### src/rtl/spi_inh_pkg.sv
package spi_inh_pkg;

  localparam int WORD   = 8;
  localparam int EDGE_W = $clog2(2 * WORD + 2);
  localparam logic [EDGE_W-1:0] EDGES = EDGE_W'(2 * WORD);

  localparam logic [2:0] A_CTRL = 3'd0;
  localparam logic [2:0] A_SEL  = 3'd1;
  localparam logic [2:0] A_TX   = 3'd2;
  localparam logic [2:0] A_RX   = 3'd3;
  localparam logic [2:0] A_STAT = 3'd4;
  localparam logic [2:0] A_DIV  = 3'd5;
  localparam logic [2:0] A_IRQ  = 3'd6;

  // index of the internal edge that closes a word
  function automatic logic [EDGE_W-1:0] last_edge(input logic cpha);
    return cpha ? EDGES + 1'b1 : EDGES;
  endfunction

endpackage

### src/rtl/spi_tick_gen.sv
module spi_tick_gen #(
  parameter int DIV_W = 8
) (
  input  logic             clk,
  input  logic             rst_n,
  input  logic             run,
  input  logic [DIV_W-1:0] div,
  output logic             tick
);

  logic [DIV_W-1:0] cnt_q;
  logic [DIV_W-1:0] lim;

  // half-period in clocks minus one; zero behaves as one
  function automatic logic [DIV_W-1:0] tick_limit(input logic [DIV_W-1:0] d);
    return (d == '0) ? '0 : d - 1'b1;
  endfunction

  assign lim  = tick_limit(div);
  assign tick = run && (cnt_q == lim);

  always_ff @(posedge clk) begin
    if (!rst_n)            cnt_q <= '0;
    else if (!run || tick) cnt_q <= '0;
    else                   cnt_q <= cnt_q + 1'b1;
  end


  cnt_in_range_chk: assert property (@(posedge clk) disable iff (!rst_n)
    !run |=> cnt_q == '0);

endmodule

### src/rtl/spi_shift_engine.sv
module spi_shift_engine
  import spi_inh_pkg::*;
(
  input  logic            clk,
  input  logic            rst_n,
  input  logic            cpol,
  input  logic            cpha,
  input  logic            start,
  input  logic            abort,
  input  logic            tick,
  input  logic [WORD-1:0] tx_byte,
  input  logic            miso,
  output logic            sck,
  output logic            mosi,
  output logic            busy,
  output logic            done,
  output logic [WORD-1:0] rx_byte
);

  localparam logic [EDGE_W-1:0] FIRST_LATE_SHIFT = EDGE_W'(3);
  localparam logic [EDGE_W-1:0] LAST_ODD         = EDGES - 1'b1;
  localparam logic [EDGE_W-1:0] LAST_EVEN_SHIFT  = EDGES - 2'd2;

  logic              busy_q, fin_q, sck_q;
  logic [EDGE_W-1:0] edge_q, edge_nx;
  logic [WORD-1:0]   tx_sr, rx_sr;

  // named internal events
  logic adv, toggle_hit, sample_hit, shift_hit, end_hit;

  assign edge_nx    = edge_q + 1'b1;
  assign adv        = busy_q && !fin_q && tick && !abort;
  assign toggle_hit = adv && (edge_nx <= EDGES);
  assign sample_hit = toggle_hit && (edge_nx[0] == !cpha);
  assign shift_hit  = adv && (cpha ? (edge_nx[0] && edge_nx >= FIRST_LATE_SHIFT && edge_nx <= LAST_ODD)
                                   : (!edge_nx[0] && edge_nx <= LAST_EVEN_SHIFT));
  assign end_hit    = adv && (edge_nx == last_edge(cpha));

  always_ff @(posedge clk) begin
    if (!rst_n) begin
      busy_q <= 1'b0;
      fin_q  <= 1'b0;
      sck_q  <= 1'b0;
      edge_q <= '0;
      tx_sr  <= '0;
      rx_sr  <= '0;
    end else if (abort) begin
      busy_q <= 1'b0;
      fin_q  <= 1'b0;
      edge_q <= '0;
    end else if (fin_q) begin
      busy_q <= 1'b0;
      fin_q  <= 1'b0;
    end else if (start && !busy_q) begin
      busy_q <= 1'b1;
      edge_q <= '0;
      sck_q  <= cpol;
      tx_sr  <= tx_byte;
    end else if (adv) begin
      edge_q <= edge_nx;
      if (toggle_hit) sck_q <= ~sck_q;
      if (shift_hit)  tx_sr <= {tx_sr[WORD-2:0], 1'b0};
      if (sample_hit) rx_sr <= {rx_sr[WORD-2:0], miso};
      if (end_hit)    fin_q <= 1'b1;
    end
  end

  assign sck     = busy_q ? sck_q : cpol;
  assign mosi    = tx_sr[WORD-1];
  assign busy    = busy_q;
  assign done    = fin_q && !abort;
  assign rx_byte = rx_sr;


  sck_home_at_end_chk: assert property (@(posedge clk) disable iff (!rst_n)
    fin_q |-> sck_q == cpol);


  edge_total_chk: assert property (@(posedge clk) disable iff (!rst_n)
    fin_q |-> edge_q == last_edge(cpha));


  abort_stop_chk: assert property (@(posedge clk) disable iff (!rst_n)
    abort |=> !busy_q);

endmodule

### src/rtl/spi_inhibit_master.sv
module spi_inhibit_master
  import spi_inh_pkg::*;
#(
  parameter int NSS   = 2,
  parameter int DIV_W = 8
) (
  input  logic           clk,
  input  logic           rst_n,
  input  logic           reg_wr,
  input  logic           reg_rd,
  input  logic [2:0]     reg_addr,
  input  logic [15:0]    reg_wdata,
  output logic [15:0]    reg_rdata,
  output logic           sck,
  output logic           mosi,
  input  logic           miso,
  output logic [NSS-1:0] ss_n
);

  logic             cpol_q, cpha_q, man_q, inh_q;
  logic [NSS-1:0]   sel_q;
  logic [DIV_W-1:0] div_q;
  logic [WORD-1:0]  tx_buf, rx_data_q, eng_rx;
  logic             tx_full_q, rx_full_q, irq_rx_q, irq_done_q;
  logic             eng_busy, eng_done, tick, start_req, abort;
  logic             wr_ctrl, wr_sel, wr_tx, wr_div, wr_irq, rd_rx;
  logic             unused_wdata;

  assign unused_wdata = &{1'b0, reg_wdata[15:9]};

  assign wr_ctrl = reg_wr && (reg_addr == A_CTRL);
  assign wr_sel  = reg_wr && (reg_addr == A_SEL);
  assign wr_tx   = reg_wr && (reg_addr == A_TX);
  assign wr_div  = reg_wr && (reg_addr == A_DIV);
  assign wr_irq  = reg_wr && (reg_addr == A_IRQ);
  assign rd_rx   = reg_rd && (reg_addr == A_RX);

  assign start_req = tx_full_q && !inh_q && (sel_q != '1);
  assign abort     = eng_busy && (sel_q == '1);

  always_ff @(posedge clk) begin
    if (!rst_n) begin
      cpol_q <= 1'b0;
      cpha_q <= 1'b0;
      man_q  <= 1'b0;
      inh_q  <= 1'b0;
      sel_q  <= '1;
      div_q  <= DIV_W'(1);
    end else begin
      if (wr_ctrl) begin
        cpol_q <= reg_wdata[0];
        cpha_q <= reg_wdata[1];
        man_q  <= reg_wdata[2];
        inh_q  <= reg_wdata[8];
      end
      if (wr_sel) sel_q <= reg_wdata[NSS-1:0];
      if (wr_div) div_q <= reg_wdata[DIV_W-1:0];
    end
  end

  always_ff @(posedge clk) begin
    if (!rst_n) begin
      tx_buf     <= '0;
      tx_full_q  <= 1'b0;
      rx_data_q  <= '0;
      rx_full_q  <= 1'b0;
      irq_rx_q   <= 1'b0;
      irq_done_q <= 1'b0;
    end else begin
      if (eng_done)                tx_full_q <= 1'b0;
      else if (wr_tx && !tx_full_q) tx_full_q <= 1'b1;
      if (wr_tx && !tx_full_q) tx_buf <= reg_wdata[WORD-1:0];

      if (eng_done) begin
        rx_data_q <= eng_rx;
        rx_full_q <= 1'b1;
      end else if (rd_rx) begin
        rx_full_q <= 1'b0;
      end

      irq_rx_q   <= eng_done | (irq_rx_q   & ~(wr_irq & reg_wdata[4]));
      irq_done_q <= eng_done | (irq_done_q & ~(wr_irq & reg_wdata[1]));
    end
  end

  spi_tick_gen #(.DIV_W(DIV_W)) u_tick (
    .clk  (clk),
    .rst_n(rst_n),
    .run  (eng_busy),
    .div  (div_q),
    .tick (tick)
  );

  spi_shift_engine u_eng (
    .clk    (clk),
    .rst_n  (rst_n),
    .cpol   (cpol_q),
    .cpha   (cpha_q),
    .start  (start_req),
    .abort  (abort),
    .tick   (tick),
    .tx_byte(tx_buf),
    .miso   (miso),
    .sck    (sck),
    .mosi   (mosi),
    .busy   (eng_busy),
    .done   (eng_done),
    .rx_byte(eng_rx)
  );

  assign ss_n = (man_q || eng_busy) ? sel_q : '1;

  always_comb begin
    reg_rdata = '0;
    case (reg_addr)
      A_CTRL: reg_rdata = {7'b0, inh_q, 5'b0, man_q, cpha_q, cpol_q};
      A_SEL:  reg_rdata = 16'(sel_q);
      A_TX:   reg_rdata = 16'(tx_buf);
      A_RX:   reg_rdata = 16'(rx_data_q);
      A_STAT: reg_rdata = {12'b0, tx_full_q, !tx_full_q, rx_full_q, !rx_full_q};
      A_DIV:  reg_rdata = 16'(div_q);
      A_IRQ:  reg_rdata = {11'b0, irq_rx_q, 2'b0, irq_done_q, 1'b0};
      default: reg_rdata = '0;
    endcase
  end


  inhibit_hold_chk: assert property (@(posedge clk) disable iff (!rst_n)
    $rose(eng_busy) |-> $past(!inh_q));


  flags_together_chk: assert property (@(posedge clk) disable iff (!rst_n)
    eng_done |=> (!tx_full_q && rx_full_q && irq_rx_q && irq_done_q));


  tx_hold_chk: assert property (@(posedge clk) disable iff (!rst_n)
    (wr_tx && tx_full_q) |=> $stable(tx_buf));

endmodule

### config.mk
export PLATFORM = sky130hd
export DESIGN_NAME = spi_inhibit_master
export DESIGN_NICKNAME = d
export VERILOG_FILES = /design/src/rtl/spi_inh_pkg.sv /design/src/rtl/spi_tick_gen.sv /design/src/rtl/spi_shift_engine.sv /design/src/rtl/spi_inhibit_master.sv
export SDC_FILE = /design/constraint.sdc
export NUM_CORES = 1
export LEC_CHECK = 0
export BUFFER_PORTS_ARGS = -buffer_cell sky130_fd_sc_hd__buf_2
export CELL_PAD_IN_SITES_DETAIL_PLACEMENT = 2
export CELL_PAD_IN_SITES_GLOBAL_PLACEMENT = 2
export CORE_MARGIN = 2
export CORE_UTILIZATION = 36
export CTS_CLUSTER_DIAMETER = 120
export DETAILED_ROUTE_END_ITERATION = 8
export PLACE_DENSITY = 0.92
export SKIP_LAST_GASP = 1
export SLEW_MARGIN = 30
export SYNTH_ARGS = -nofsm -noshare
export SYNTH_HDL_FRONTEND = slang
export SYNTH_HIERARCHICAL = 1
export SYNTH_SLANG_ARGS = --single-unit
### constraint.sdc
create_clock -name clk -period 4.47 [get_ports clk]
set_clock_uncertainty 0.15 [all_clocks]
set_input_delay 0.447 -clock clk [delete_from_list [all_inputs] [get_ports clk]]
set_output_delay 0.447 -clock clk [all_outputs]
set_load 0.05 [all_outputs]
Yosys cells after proc, flatten, opt, wreduce, memory -nomap -nowiden
Index checks and enable logic that the tools add are counted.
W data, S select, Z words.

word-level totals
  bits of input ports = 24
  logic and storage cells = 116
  register bits after elaboration = 66

cells by class
  multiplexer cells = 17
  $lt $le $gt $ge = 4
  reduce and logical (&&, ||, !) cells = 48
  bitwise gates (word level) = 14
  eq/ne operators = 11
  $add $sub $neg = 3

operators by type and width
  operator               number
  $pmux W9 S7            1
  $mux W8                4
  $logic_and A1 B1 Y1    23
  $le A5 B4 Y1 const B   2
  $mux W5                2
  $eq A3 B3 Y1 const B   3
  $mux W1                9
  $add A8 B1 Y8 const B  1
  $eq A8 B8 Y1           1
  $logic_not A1 Y1       8
  $logic_not A8 Y1       1
  $not A1 Y1             8
  $reduce_and A4 Y1      2
  $reduce_bool A2 Y1     4
  $sub A8 B1 Y8 const B  1
  $eq A3 B2 Y1 const B   2
  $reduce_or A2 Y1       3
  $add A5 B1 Y5 const B  1
  $eq A5 B5 Y1           1
  $ge A5 B2 Y1 const B   1
  $le A5 B5 Y1 const B   1
  $reduce_and A5 Y1      1
  $reduce_or A5 Y1       1
  $and A1 B1 Y1          4
  10 further kinds       12

Logic depth before layout (Yosys ltp)
Gate-level depths: netlist of run 1.

  depth in word-level cells = 10
  mapped depth = 17
  mapped depth without buffers = 14

Modules after synthesis
The synthesis of run 1 kept the hierarchy.

modules (own cells, without submodules)
  module              sequential area each (um^2)  times used  cells each  area each (um^2)
  spi_inhibit_master  680.7                        1           194         1766.7
  spi_shift_engine    480.5                        1           145         1305.0
  spi_tick_gen        160.2                        1           106         855.8

Least setup slack after synthesis of run 1
Ideal clock, no wire load.

  path kind = register -> register
  from = reg div_q[0]
  to = reg u_eng.tx_sr[5]
  clock period less this slack = 3421 ps
  buffers on the path = 3
  cell stages (with the launch flop) = 18
  data required time = 4232 ps
  data arrival time = 3183 ps
  setup time = 88 ps
  path slack = 1049 ps
  path through = dfxtp_1 > inv_1 > ha_1 > buf_4 > nor2b_2 > and2_1 > or3_1 > a31oi_1 > o221a_2 > buf_6 > and2_1 > nand4bb_2 > nor2_1 > o211ai_1 > o21ai_2 > buf_6 > a21oi_2 > a311oi_2

between the ends
  word-level cells in the longest chain between the ends = 9

RTL lines
  element                                            line                      text
  from (decl)                                        spi_inhibit_master.sv:22  logic [DIV_W-1:0] div_q;
  from (signal assigned)                             spi_inhibit_master.sv:57  if (wr_div) div_q <= reg_wdata[DIV_W-1:0];
  $sub A8 B1 Y8 or $logic_not A8 Y1 (tied branches)  spi_tick_gen.sv:16        return (d == '0) ? '0 : d - 1'b1;
  $mux W8 *                                          spi_tick_gen.sv:16
  $eq A8 B8 Y1 *                                     spi_tick_gen.sv:20        assign tick = run && (cnt_q == lim);
  $logic_and A1 B1 Y1 *                              spi_tick_gen.sv:20
  net tick                                           spi_inhibit_master.sv:25  logic eng_busy, eng_done, tick, start_req, abort;
  $logic_and A1 B1 Y1 * (2 in series)                spi_shift_engine.sv:32    assign adv = busy_q && !fin_q && tick && !abort;
  $logic_and A1 B1 Y1                                spi_shift_engine.sv:35    assign shift_hit = adv && (cpha ? (edge_nx[0] && edge_nx >= FIRST_LATE_SHIFT && edge_nx <= LAST_ODD)
  $reduce_bool A2 Y1 (no line)                       n/a
  $reduce_and A4 Y1 (no line) *                      n/a
  to (signal assigned)                               spi_shift_engine.sv:58    tx_sr <= tx_byte;
  to (signal assigned)                               spi_shift_engine.sv:62    if (shift_hit) tx_sr <= {tx_sr[WORD-2:0], 1'b0};
  to (decl)                                          spi_shift_engine.sv:26    logic [WORD-1:0] tx_sr, rx_sr;

Mark *: on every way through the listed nets, which the timed path passes. The rest lies on a longest branch.
A chain may end at the register's enable or synchronous reset.

Worst setup path after layout of run 1
  from = reg div_q[1]
  to = reg u_eng.tx_sr[4]

The elaborated chain is that of the path after synthesis.

==> results of run 1 <==
power breakdown:
part	total [W]	switching, W	internal [W]
combinational	0.000126	0.0000854	0.0000401
sequential	0.000601	0.00000899	0.000592
clock	0.000594	0.000264	0.000330
total	0.00132	0.000359	0.000963
stage by stage:
stage          instance area (um2)  hold WS [ns]
6_report                      4320         0.188
3_5_place_dp                  4080         0.334
4_1_cts                       4310         0.164
5_1_grt                       4320         0.167
3_3_place_gp                  4080         0.326
2_1_floorplan                 3950         0.297
registers in the layout, indices dropped and copies added (netlist names):
signal         cells
tx_full_q          1
man_q              1
irq_rx_q           1
u_eng/edge_q       5
sel_q              2
u_eng/tx_sr        8
rx_data_q          8
u_eng/fin_q        1
div_q              8
u_eng/busy         1
inh_q              1
irq_done_q         1
u_tick/cnt_q       8
cpha_q             1
cpol_q             1
u_eng/rx_byte      8
tx_buf             8
rx_full_q          1
u_eng/sck_q        1
logic make-up after synthesis:
logic type	after synthesis
xor+xnor	16
simple gates	175
buf+inv	45
fa+ha+maj	4
other cells	1
compound gates	91
mux	47
flops	66
worst max-delay path, stage by stage (launching register included):
cell and delay, ns:
dfxtp_1 0.46, inv_1 0.08, ha_2 0.26, xor3_1 0.36, nor3b_1 0.24, o21ai_0 0.12, a211oi_1 0.21, o221a_2 0.34
and2_1 0.30, nand4bb_2 0.25, nor2_1 0.22, o211ai_1 0.13, o21ai_2 0.14, buf_4 0.23, a21oi_1 0.09, a311oi_1 0.28
routing by layer:
metal | vias up | global-route usage [%] | share of wire [%]
li1 | 1604 | - | -
met1 | 1721 | 25.2 | 43
met2 | 36 | 41.2 | 53
met3 | 17 | 4.82 | 2.2
met4 | 0 | 6.50 | 1.6
met5 | - | 0 | 0
layout by cell type, fill, tap and decap left out, types with 9 or more instances in the layout:
cell / synthesis / routed
mux2i_1: 44 / 44
nand3_1: 13 / 13
nand2_1: 54 / 53
inv_1: 12 / 12
nor2b_1: 15 / 15
nand2b_1: 9 / 9
xnor2_1: 10 / 10
a21oi_1: 17 / 17
o21ai_0: 9 / 9
clkbuf_8: 0 / 10
nor2_1: 33 / 33
buf_2: 9 / 29
dfxtp_1: 66 / 65
cell type report:
| type | instances | area share, % |
|---|---|---|
| well taps | 140 | 4.06 |
| flip-flops and latches | 66 | 30.6 |
| repair buffers | 33 | 4.06 |
| clock inverters | 6 | 2.09 |
| inverters | 12 | 1.04 |
| multi-input cells | 340 | 54.9 |
| clock buffers | 10 | 3.19 |
worst paths after layout:
path                            slack, ns  depth (start not counted)              startpoint                          end
worst max-delay path                 0.49                         15   div_q[1]$_SDFFE_PN0P_  u_eng/tx_sr[4]$_SDFFE_PN0P_
worst min-delay path                 0.19                          2            reg_wdata[4]          irq_rx_q$_SDFF_PN0_
worst max register to register       0.49                         15   div_q[1]$_SDFFE_PN0P_  u_eng/tx_sr[4]$_SDFFE_PN0P_
worst min register to register       0.36                          2  tx_buf[0]$_SDFFE_PN0P_       tx_buf[0]$_SDFFE_PN0P_
repair_timing:
action / 4_1_cts / 5_1_grt
resized for setup: 0 / 3
endpoints found under the setup margin: 0 / 11
setup buffers: 0 / 0
==> Flow_metrics.wiki, run 1 <==
{| class="wikitable"
! Metric !! Value
|-
| Portion of the clock cycle consumed by the worst path in the final layout || approximately nine tenths
|-
| Required time at the endpoint of the critical path || 4.58 ns
|-
| Iteration count of the initial detailed-routing pass || 4
|-
| Parity-gate share of the synthesized area counting xor and xnor cells || under 10%
|-
| Class of the worst hold path || in -> reg
|-
| Slew at the pin closest to its max-slew limit || 0.830 ns
|-
| Yosys synthesis warning count || 6
|-
| Core area || 10700 um2
|-
| Initial antenna violation count || 0
|-
| Run status || completed
|-
| Number of enable-type register cells in the synthesized netlist || 0
|-
| Die height || ~110 um
|-
| Number of pins exceeding their max-slew limit in the final report || 0
|-
| Clock tree from TritonCTS || built
|-
| First-pass GRT wire length || 19.8 mm
|-
| Asr flop ratio synth || 0%
|-
| Largest family of logic cells by synthesized area || simple AND/OR/NAND/NOR gates
|-
| Half-perimeter wire length after detailed placement || 8.90 mm
|-
| Largest area contributor in the synthesized netlist || dfxtp_1
|-
| Layout filler cell count || approximately 1200
|-
| Most common cell in the synthesized netlist || dfxtp_1
|-
| Proportion of synthesized area in mux cells || 12.1%
|-
| DR vias || 3378
|-
| Final Hold Viols || 0
|-
| Final layout net count || 490
|-
| Final worst-path setup slack || 0.493 ns
|-
| Proportion of netlist area held by the largest area contributor || between 30% and 40%
|-
| Pwr dens || between 300 and 400 nW/um2
|-
| Total Die Area || 11800 um2
|-
| Max IR drop VDD || approximately 120 uV
|-
| Initial cell density of the core || 36.6%
|-
| Largest net degree at the start of global routing || between 40 and 50
|-
| Dominant cells by area after synthesis || dfxtp_1, mux2i_1, nand2_1, nor2_1, nor2b_1
|-
| Clk buf depth || 2
|-
| Seq cells post-synth || 66
|-
| Combined area of the multi-input logic cells || about 2400 um2
|-
| Clock network latency to the later pin of the worst-skew pair || 0.37 ns
|-
| Total GRT Usage || 22.2%
|-
| Clock-pin slew on the worst setup and hold paths || approximately 0.080 ns
|-
| Area taken by flip-flops and latches || 1320 um2
|-
| Utilization after layout || 40.2%
|-
| Number of maximum-capacitance constraint violations || 0
|-
| I/O Buffers || 29
|-
| Wire length per cell || 20.6 um
|-
| Gate Count Post-Synth || 445
|-
| Final global-route overflow total || 0
|-
| Clock tree root driver cell || clkbuf_8
|-
| Fraction of layout cells with a size suffix above 1 || 16.1%
|-
| Residual DRC count || 0
|-
| Adder-cell share of the synthesized area || 1.27%
|-
| Via count of the first global-routing pass || 3732
|-
| Count of different cell masters after synthesis || 70
|-
| Post-route setup TNS || 0 ns
|-
| Final number of setup-violating endpoints || 0
|-
| Final ANT Viol Nets || 0
|-
| Unrepaired setup endpoints after global routing || false
|-
| Number of hold buffers added after CTS || 0
|-
| Data arrival time of the critical path || 4.09 ns
|-
| Cell Rows || 38
|-
| Cts bufs inserted || 9
|-
| Layout overhead on the synthesized area || 9.91%
|-
| Portion of the post-synthesis area used by sequential elements || 33.6%
|-
| Biggest fanout along the worst timing path || 15
|-
| Leakage power figure || about 1.7 nW
|-
| Maximum level of the CTS H-tree || 3
|-
| 1st-iter DRT viols || 133
|-
| Post-Place Setup Slack || 0.335 ns
|-
| Total power after layout || about 0.0013 W
|-
| Summed instance area of the synthesized netlist || roughly 4000 um2
|-
| Clock tree sinks || 66
|-
| Routed wire length || 12.5 mm
|-
| Synth Area in Compound Gates || 17.0%
|-
| Final critical-path required period || 3.98 ns
|-
| Routability-driven placement congestion ratio || 0.804
|-
| Count of pins on the block boundary || 44
|-
| Kind of critical path || reg -> reg
|-
| Final cell count without fillers || 607
|-
| Synthesized area per cell || 8.83 um2
|-
| Leading post-synthesis cells by instance count || dfxtp_1, nand2_1, mux2i_1, nor2_1, a21oi_1
|-
| Slew margin rel. || 44.7%
|-
| Fmax achieved || around 250 MHz
|-
| Flip-flop cell with the highest count after synthesis || dfxtp_1
|-
| Diodes inserted || 0
|-
| Synth Area in Simple Gates || 25.2%
|-
| Via density || 5.57
|-
| Chip width || 108 um
|-
| Count of placed standard cells including taps || approximately 590
|-
| Type of destination of the critical path || register
|-
| Sort of element at the start of the critical path || register
|}
(Power assumes the default switching activity.)
==> inputs of run 2 (changes only) <==
- CORE_UTILIZATION: 36 -> 37
- CTS_BUF_LIST: not set -> sky130_fd_sc_hd__clkbuf_8
- PLACE_DENSITY: 0.92 -> 0.93
==> run 2 against run 1 <==
Net effect:
- cell count down 0.49%
- design area down 0.64%
- routed wire length up 6.5%
- combinational power up 4%
- utilization up 1.4 points
- setup slack worse by 0.12 ns
- sequential power about the same
- critical path depth down 2
- total power down 3.8%
- clock power down 9.3%
- via count up 0.92%
- highest routed layer unchanged
==> Flow_metrics.wiki, run 2 (synthesis results as in run 1) <==
{| class="wikitable"
! Metric !! Value
|-
| Class of the worst hold path || in -> reg
|-
| Largest net degree at the start of global routing || 49 (unchanged)
|-
| Number of pins exceeding their max-slew limit in the final report || 0 (unchanged)
|-
| Die height || 107 um (-1.3%)
|-
| Maximum level of the CTS H-tree || 3 (unchanged)
|-
| Most common cell after layout, fill and taps aside || dfxtp_1
|-
| Slew at the pin closest to its max-slew limit || 0.884 ns (+0.0539 ns)
|-
| Count of pins on the block boundary || 44 (unchanged)
|-
| Leakage power figure || 1.65 nW (-0.36%)
|-
| Core area || 10300 um2 (-3.9%)
|-
| Final ANT Viol Nets || 0 (unchanged)
|-
| Routability-driven placement congestion ratio || 0.856 (+6.4%)
|-
| Worst Reg2Reg Path Length in Cells || 13 (-2)
|-
| Biggest fanout along the worst timing path || 10 (-5)
|-
| Net Sw Power || 0.000374 W (+4.3%)
|-
| Utilization after layout || 41.5% (+1.4 points)
|-
| Layout overhead on the synthesized area || 9.21%
|-
| Post-route setup TNS || 0 ns (unchanged)
|-
| Post-detailed-placement cell area || 4090 um2 (about the same)
|-
| Required time at the endpoint of the critical path || 4.55 ns (-0.03 ns)
|-
| Number of maximum-capacitance constraint violations || 0 (unchanged)
|-
| Final worst-path setup slack || 0.377 ns (-0.116 ns)
|-
| Clock-pin slew on the worst setup and hold paths || 0.08 ns (about the same)
|-
| Number of hold buffers added after CTS || 0 (unchanged)
|-
| Run status || completed
|-
| Fmax achieved || 244 MHz (-2.8%)
|-
| Final number of setup-violating endpoints || 0 (unchanged)
|-
| 1st-iter DRT viols || 159 (+20%)
|-
| Switching portion of total power || 29.4% (+2.3 points)
|-
| Diodes inserted || 0 (unchanged)
|-
| Clock network latency to the later pin of the worst-skew pair || 0.36 ns (about the same)
|-
| Wire length per cell || 22.0 um (+7.1%)
|-
| Fraction of layout cells with a size suffix above 1 || 15.8% (-0.25 points)
|-
| Total GRT Usage || 24.4% (+2.2 points)
|-
| Via density || 5.64 (+1.4%)
|-
| Part of the power in the clock network || 42.4% (-2.6 points)
|-
| Clock tree sinks || 66 (unchanged)
|-
| Chip width || 107 um (-1.3%)
|-
| Half-perimeter wire length after detailed placement || 9.01 mm (+1.2%)
|-
| Final layout net count || 491 (+0.20%)
|-
| Initial antenna violation count || 0 (unchanged)
|-
| Post-Place Setup Slack || 0.381 ns (+0.0457 ns)
|-
| Number of buffers added for setup after CTS || 0 (unchanged)
|-
| Final global-route overflow total || 0 (unchanged)
|-
| Chain of cells forming the critical path || inv_1, ha_1, nor2b_2, nand3_1, a211o_1, a211oi_1, o221a_2, and2_1, nand4bb_2, a211oi_1, nand2_2, mux2i_1, nor2_1
|-
| First-pass GRT wire length || 21.3 mm (+7.2%)
|-
| Internal power || 0.000897 W (-6.8%)
|-
| Clock tree from TritonCTS || built
|-
| Iteration count of the initial detailed-routing pass || 4 (unchanged)
|-
| Sequential Power Share || 47.3% (+1.8 points)
|-
| Unrepaired setup endpoints after global routing || false
|-
| Slew margin rel. || 41.1% (-3.6 points)
|-
| Portion of the clock cycle consumed by the worst path in the final layout || 91.6% (+2.6 points)
|-
| Most frequent CP cell || a211oi_1
|-
| Data arrival time of the critical path || 4.18 ns (+0.09 ns)
|-
| Final design area excluding fillers || 4290 um2 (-0.64%)
|-
| Kind of critical path || reg -> reg
|-
| Sort of element at the start of the critical path || register
|-
| Commonest cells after routing, fill and taps aside || dfxtp_1, nand2_1, mux2i_1
|-
| Type of destination of the critical path || register
|-
| I/O Buffers || 29 (unchanged)
|-
| Initial cell density of the core || 38.0% (+1.5 points)
|-
| Final Hold Viols || 0 (unchanged)
|-
| Max IR drop VDD || 137 uV (+9.8%)
|-
| Final critical-path required period || 4.09 ns (+0.116 ns)
|-
| Max stage delay on crit path || 0.48 ns (+0.02 ns)
|-
| Routed wire length || 13.3 mm (+6.5%)
|-
| Cts bufs inserted || 9 (unchanged)
|-
| Worst hold slack || 0.173 ns (-0.0155 ns)
|-
| Via count of the first global-routing pass || 3742 (+0.27%)
|-
| Clock tree root driver cell || clkbuf_8
|-
| Worst path slowest cell || a211oi_1
|-
| Clk buf depth || 2 (unchanged)
|-
| Residual DRC count || 0 (unchanged)
|-
| DR vias || 3409 (+0.92%)
|-
| Layout filler cell count || 1134 (-6.4%)
|-
| Pwr dens || 296 nW/um2 (-3.2%)
|-
| Cell Rows || 37 (-2.6%)
|-
| Combinational share of power || 10.3% (+0.8 points)
|-
| Total Die Area || 11500 um2 (-2.6%)
|-
| Number of cells on the worst hold path || 2 (unchanged)
|}
run 2: metrics by stage:
step                      instances  total power (W)
after global placement          588         0.000736
final                           604          0.00127
after floorplan                 451         0.000713
after CTS                       604          0.00128
after global routing            604          0.00131
after detailed placement        588         0.000742
run 2: what timing repair did:
action,in CTS,in global routing
endpoints found under the hold margin,0,0
endpoints found under the setup margin,0,8
gates resized for setup,0,1
run 2: power by group through the flow:
stage / Sequential (W) / Combinational (W) / Clock, W
floorplan: 0.000611 / 0.000102 / 0
global route: 0.000603 / 0.000140 / 0.000571
detailed placement: 0.000615 / 0.000127 / 0
finish: 0.000602 / 0.000131 / 0.000539
CTS: 0.000602 / 0.000130 / 0.000546
global placement: 0.000614 / 0.000121 / 0
run 2: layer usage:
metal	share of wire, %	global-route usage [%]	up-vias
met1	42	29.4	1737
met4	2.5	8.26	0
li1	-	-	1601
met3	2.3	4.80	22
met2	53	43.0	49
met5	0	0	-
run 2: final timing paths:
kind	startpoint	endpoint	slack, ns
max reg2reg	div_q[0]$_SDFFE_PN1P_	u_eng/rx_byte[3]$_SDFFE_PN0P_	0.38
max	div_q[0]$_SDFFE_PN1P_	u_eng/rx_byte[3]$_SDFFE_PN0P_	0.38
min reg2reg	tx_buf[5]$_SDFFE_PN0P_	tx_buf[5]$_SDFFE_PN0P_	0.37
min	reg_wdata[4]	irq_rx_q$_SDFF_PN0_	0.17
run 2: layout make-up:
class	instances	area [um2]	area share [%]
timing repair buffer	34	183	4.26
clock inverter	7	77.6	1.81
clock buffer	9	124	2.89
inverter	12	45.0	1.05
sequential	66	1320	30.8
tap	136	170	3.97
multi-input combinational	340	2370	55.2
run 2: critical path, delay by kind of cell (launching register included):
| family | cells | cell delay, ns |
|---|---|---|
| compound gates | 4 | 1.27 |
| simple gates | 6 | 1.33 |
| fa+ha+maj | 1 | 0.43 |
| buf+inv | 1 | 0.11 |
| flops | 1 | 0.41 |
| mux | 1 | 0.26 |
==> inputs of run 3 (changes only) <==
- CORE_UTILIZATION: 37 -> 40
- PLACE_DENSITY: 0.93 -> 0.95
- clock period: 4.47 -> 5 ns (I/O delays scaled with it)
==> run 3 against run 2 <==
Net effect:
- clock-buffer cell count is the same
- sequential share of layout area grew 0.29 points
- die area shrank 7.2%
- cell count shrank 0.99%
- critical path type unchanged
- combinational power shrank 14%
- total power shrank 14%
- maximum frequency shrank 12%
- hold slack gained 0.043 ns
- non-clock buffer count shrank 3
==> Flow_metrics.wiki, run 3 (synthesis results as in run 1) <==
{| class="wikitable"
! Metric !! Value
|-
| Run status || completed
|-
| Core area || 9640 um2 (-6.6%)
|-
| Initial antenna violation count || 0 (unchanged)
|-
| Residual DRC count || 0 (unchanged)
|-
| Combinational share of power || 10.3% (about the same)
|-
| Cts repair resizes || 0 (unchanged)
|-
| Number of buffers added for setup after CTS || 0 (unchanged)
|-
| Wire length per cell || 22.3 um (+1.3%)
|-
| Clock-pin slew on the worst setup and hold paths || 0.09 ns (about the same)
|-
| Final Hold Viols || 0 (unchanged)
|-
| Via count of the first global-routing pass || 3741 (-0.027%)
|-
| Final ANT Viol Nets || 0 (unchanged)
|-
| Clk buf depth || 2 (unchanged)
|-
| Biggest fanout along the worst timing path || 15 (+5)
|-
| Final critical-path required period || 4.63 ns (+0.538 ns)
|-
| Worst path slowest cell || o21ai_2
|-
| Data arrival time of the critical path || 4.74 ns (+0.56 ns)
|-
| R2R Path Start || div_q[0]$_SDFFE_PN1P_
|-
| Layout overhead on the synthesized area || 8.19%
|-
| Unrepaired setup endpoints after global routing || false
|-
| Required time at the endpoint of the critical path || 5.11 ns (+0.56 ns)
|-
| Cts bufs inserted || 9 (unchanged)
|-
| Maximum level of the CTS H-tree || 3 (unchanged)
|-
| Post-Place Setup Slack || 0.487 ns (+0.106 ns)
|-
| Part of the power in the clock network || 40.3% (-2.1 points)
|-
| Iteration count of the initial detailed-routing pass || 4 (unchanged)
|-
| 1st-iter DRT viols || 115 (-28%)
|-
| Leakage power figure || 1.61 nW (-2.3%)
|-
| I/O Buffers || 29 (unchanged)
|-
| Die height || 103 um (-3.7%)
|-
| Total GRT Usage || 26.2% (+1.8 points)
|-
| Clock tree from TritonCTS || built
|-
| Max IR drop VDD || 179 uV (+31%)
|-
| Chain of cells forming the critical path || inv_1, ha_1, nor2b_2, nand3_1, a211o_1, a211oi_1, o221a_2, and2_1, nand4bb_2, nor2_1, o211ai_1, o21ai_2, a21oi_1, a311oi_1
|-
| Worst hold start || reg_wdata[4]
|-
| Pwr dens || 257 nW/um2 (-13%)
|-
| Commonest cells after routing, fill and taps aside || dfxtp_1, nand2_1, mux2i_1
|-
| Number of maximum-capacitance constraint violations || 0 (unchanged)
|-
| Final layout net count || 488 (-0.61%)
|-
| Initial cell density of the core || 40.7% (+2.7 points)
|-
| Final number of setup-violating endpoints || 0 (unchanged)
|-
| Internal power || 0.000753 W (-16%)
|-
| Largest net degree at the start of global routing || 49 (unchanged)
|-
| Chip width || 103 um (-3.7%)
|-
| Routed wire length || 13.3 mm (+0.31%)
|-
| DR vias || 3389 (-0.59%)
|-
| Clock tree sinks || 66 (unchanged)
|-
| Final worst-path setup slack || 0.369 ns (-0.00847 ns)
|-
| Via density || 5.67 (+0.41%)
|-
| Clock network latency to the later pin of the worst-skew pair || 0.37 ns (about the same)
|-
| Slew at the pin closest to its max-slew limit || 0.837 ns (-0.0466 ns)
|-
| Class of the worst hold path || in -> reg
|-
| Launching instance or port of the critical path || div_q[0]$_SDFFE_PN1P_
|-
| Sort of element at the start of the critical path || register
|-
| Final global-route overflow total || 0 (unchanged)
|-
| Kind of critical path || reg -> reg
|-
| Max stage delay on crit path || 0.58 ns (+0.10 ns)
|-
| Half-perimeter wire length after detailed placement || 9.21 mm (+2.2%)
|-
| Fmax achieved || 216 MHz (-12%)
|-
| Total power after layout || 0.00109 W (-14%)
|-
| Cell Rows || 36 (-2.7%)
|-
| Clock tree root driver cell || clkbuf_8
|-
| Portion of the clock cycle consumed by the worst path in the final layout || 92.6% (+1.1 points)
|-
| Routability-driven placement congestion ratio || 0.835 (-2.4%)
|-
| Switching portion of total power || 31.0% (+1.6 points)
|-
| Number of pins exceeding their max-slew limit in the final report || 0 (unchanged)
|-
| Sequential Power Share || 49.4% (+2.1 points)
|-
| Most common cell after layout, fill and taps aside || dfxtp_1
|-
| First-pass GRT wire length || 20.7 mm (-2.9%)
|-
| Fraction of layout cells with a size suffix above 1 || 15.1% (-0.76 points)
|-
| Net Sw Power || 0.000338 W (-9.6%)
|-
| Diodes inserted || 0 (unchanged)
|-
| Slew margin rel. || 44.2% (+3.1 points)
|-
| Number of hold buffers added after CTS || 0 (unchanged)
|-
| Post-route setup TNS || 0 ns (unchanged)
|-
| Total Die Area || 10600 um2 (-7.2%)
|-
| Type of destination of the critical path || register
|-
| Count of pins on the block boundary || 44 (unchanged)
|}
## run 3: path summary, 6_finish.rpt
kind                            slack (ns)  depth (start not counted)                          end
worst min-delay path                  0.22                          2          irq_rx_q$_SDFF_PN0_
worst min register to register        0.35                          2       tx_buf[6]$_SDFFE_PN0P_
worst max-delay path                  0.37                         14  u_eng/tx_sr[2]$_SDFFE_PN0P_
worst max register to register        0.37                         14  u_eng/tx_sr[2]$_SDFFE_PN0P_
## run 3: layout make-up
type / count / area, um2
Inverter: 12 / 45.0
Multi-Input combinational cell: 340 / 2370
Sequential cell: 66 / 1320
Clock inverter: 7 / 60.1
Tap cell: 133 / 166
Timing Repair Buffer: 31 / 160
Clock buffer: 9 / 124
Fill cell: 1110 / 5390
## run 3: metrics by stage
step / hold WS (ns) / area, um2 / cells / util, %
finish: 0.216 / 4250 / 598 / 44.1
global route: 0.216 / 4250 / 598 / 44.1
CTS: 0.201 / 4240 / 598 / 44.0
detailed placement: 0.337 / 4060 / 582 / 42.1
global placement: 0.324 / 4060 / 582 / 42.1
floorplan: 0.297 / 3950 / 451 / -
## run 3: per-layer routing
layer  track usage (%)  vias up  share of wire, %
met5                 0        -                 0
met2              47.5       54                54
met4              10.5        0               2.6
met1              30.5     1711                41
li1                  -     1598                 -
met3              4.34       26               2.3
## run 3: power groups by stage
stage | logic (W) | clock network, W | registers, W
global route | 0.000120 | 0.000469 | 0.000539
global placement | 0.000104 | 0 | 0.000550
CTS | 0.000112 | 0.000446 | 0.000538
finish | 0.000113 | 0.000440 | 0.000539
detailed placement | 0.000110 | 0 | 0.000551
floorplan | 0.0000913 | 0 | 0.000546
## run 3: worst max-delay path, delay by kind of cell (launching register included)
family	cells	cell delay (ns)
AND/OR/NAND/NOR	5	1.31
buffers and inverters	1	0.11
AO/OA/AOI/OAI	7	2.06
adder cells (fa/ha/maj)	1	0.44
flip-flops	1	0.45
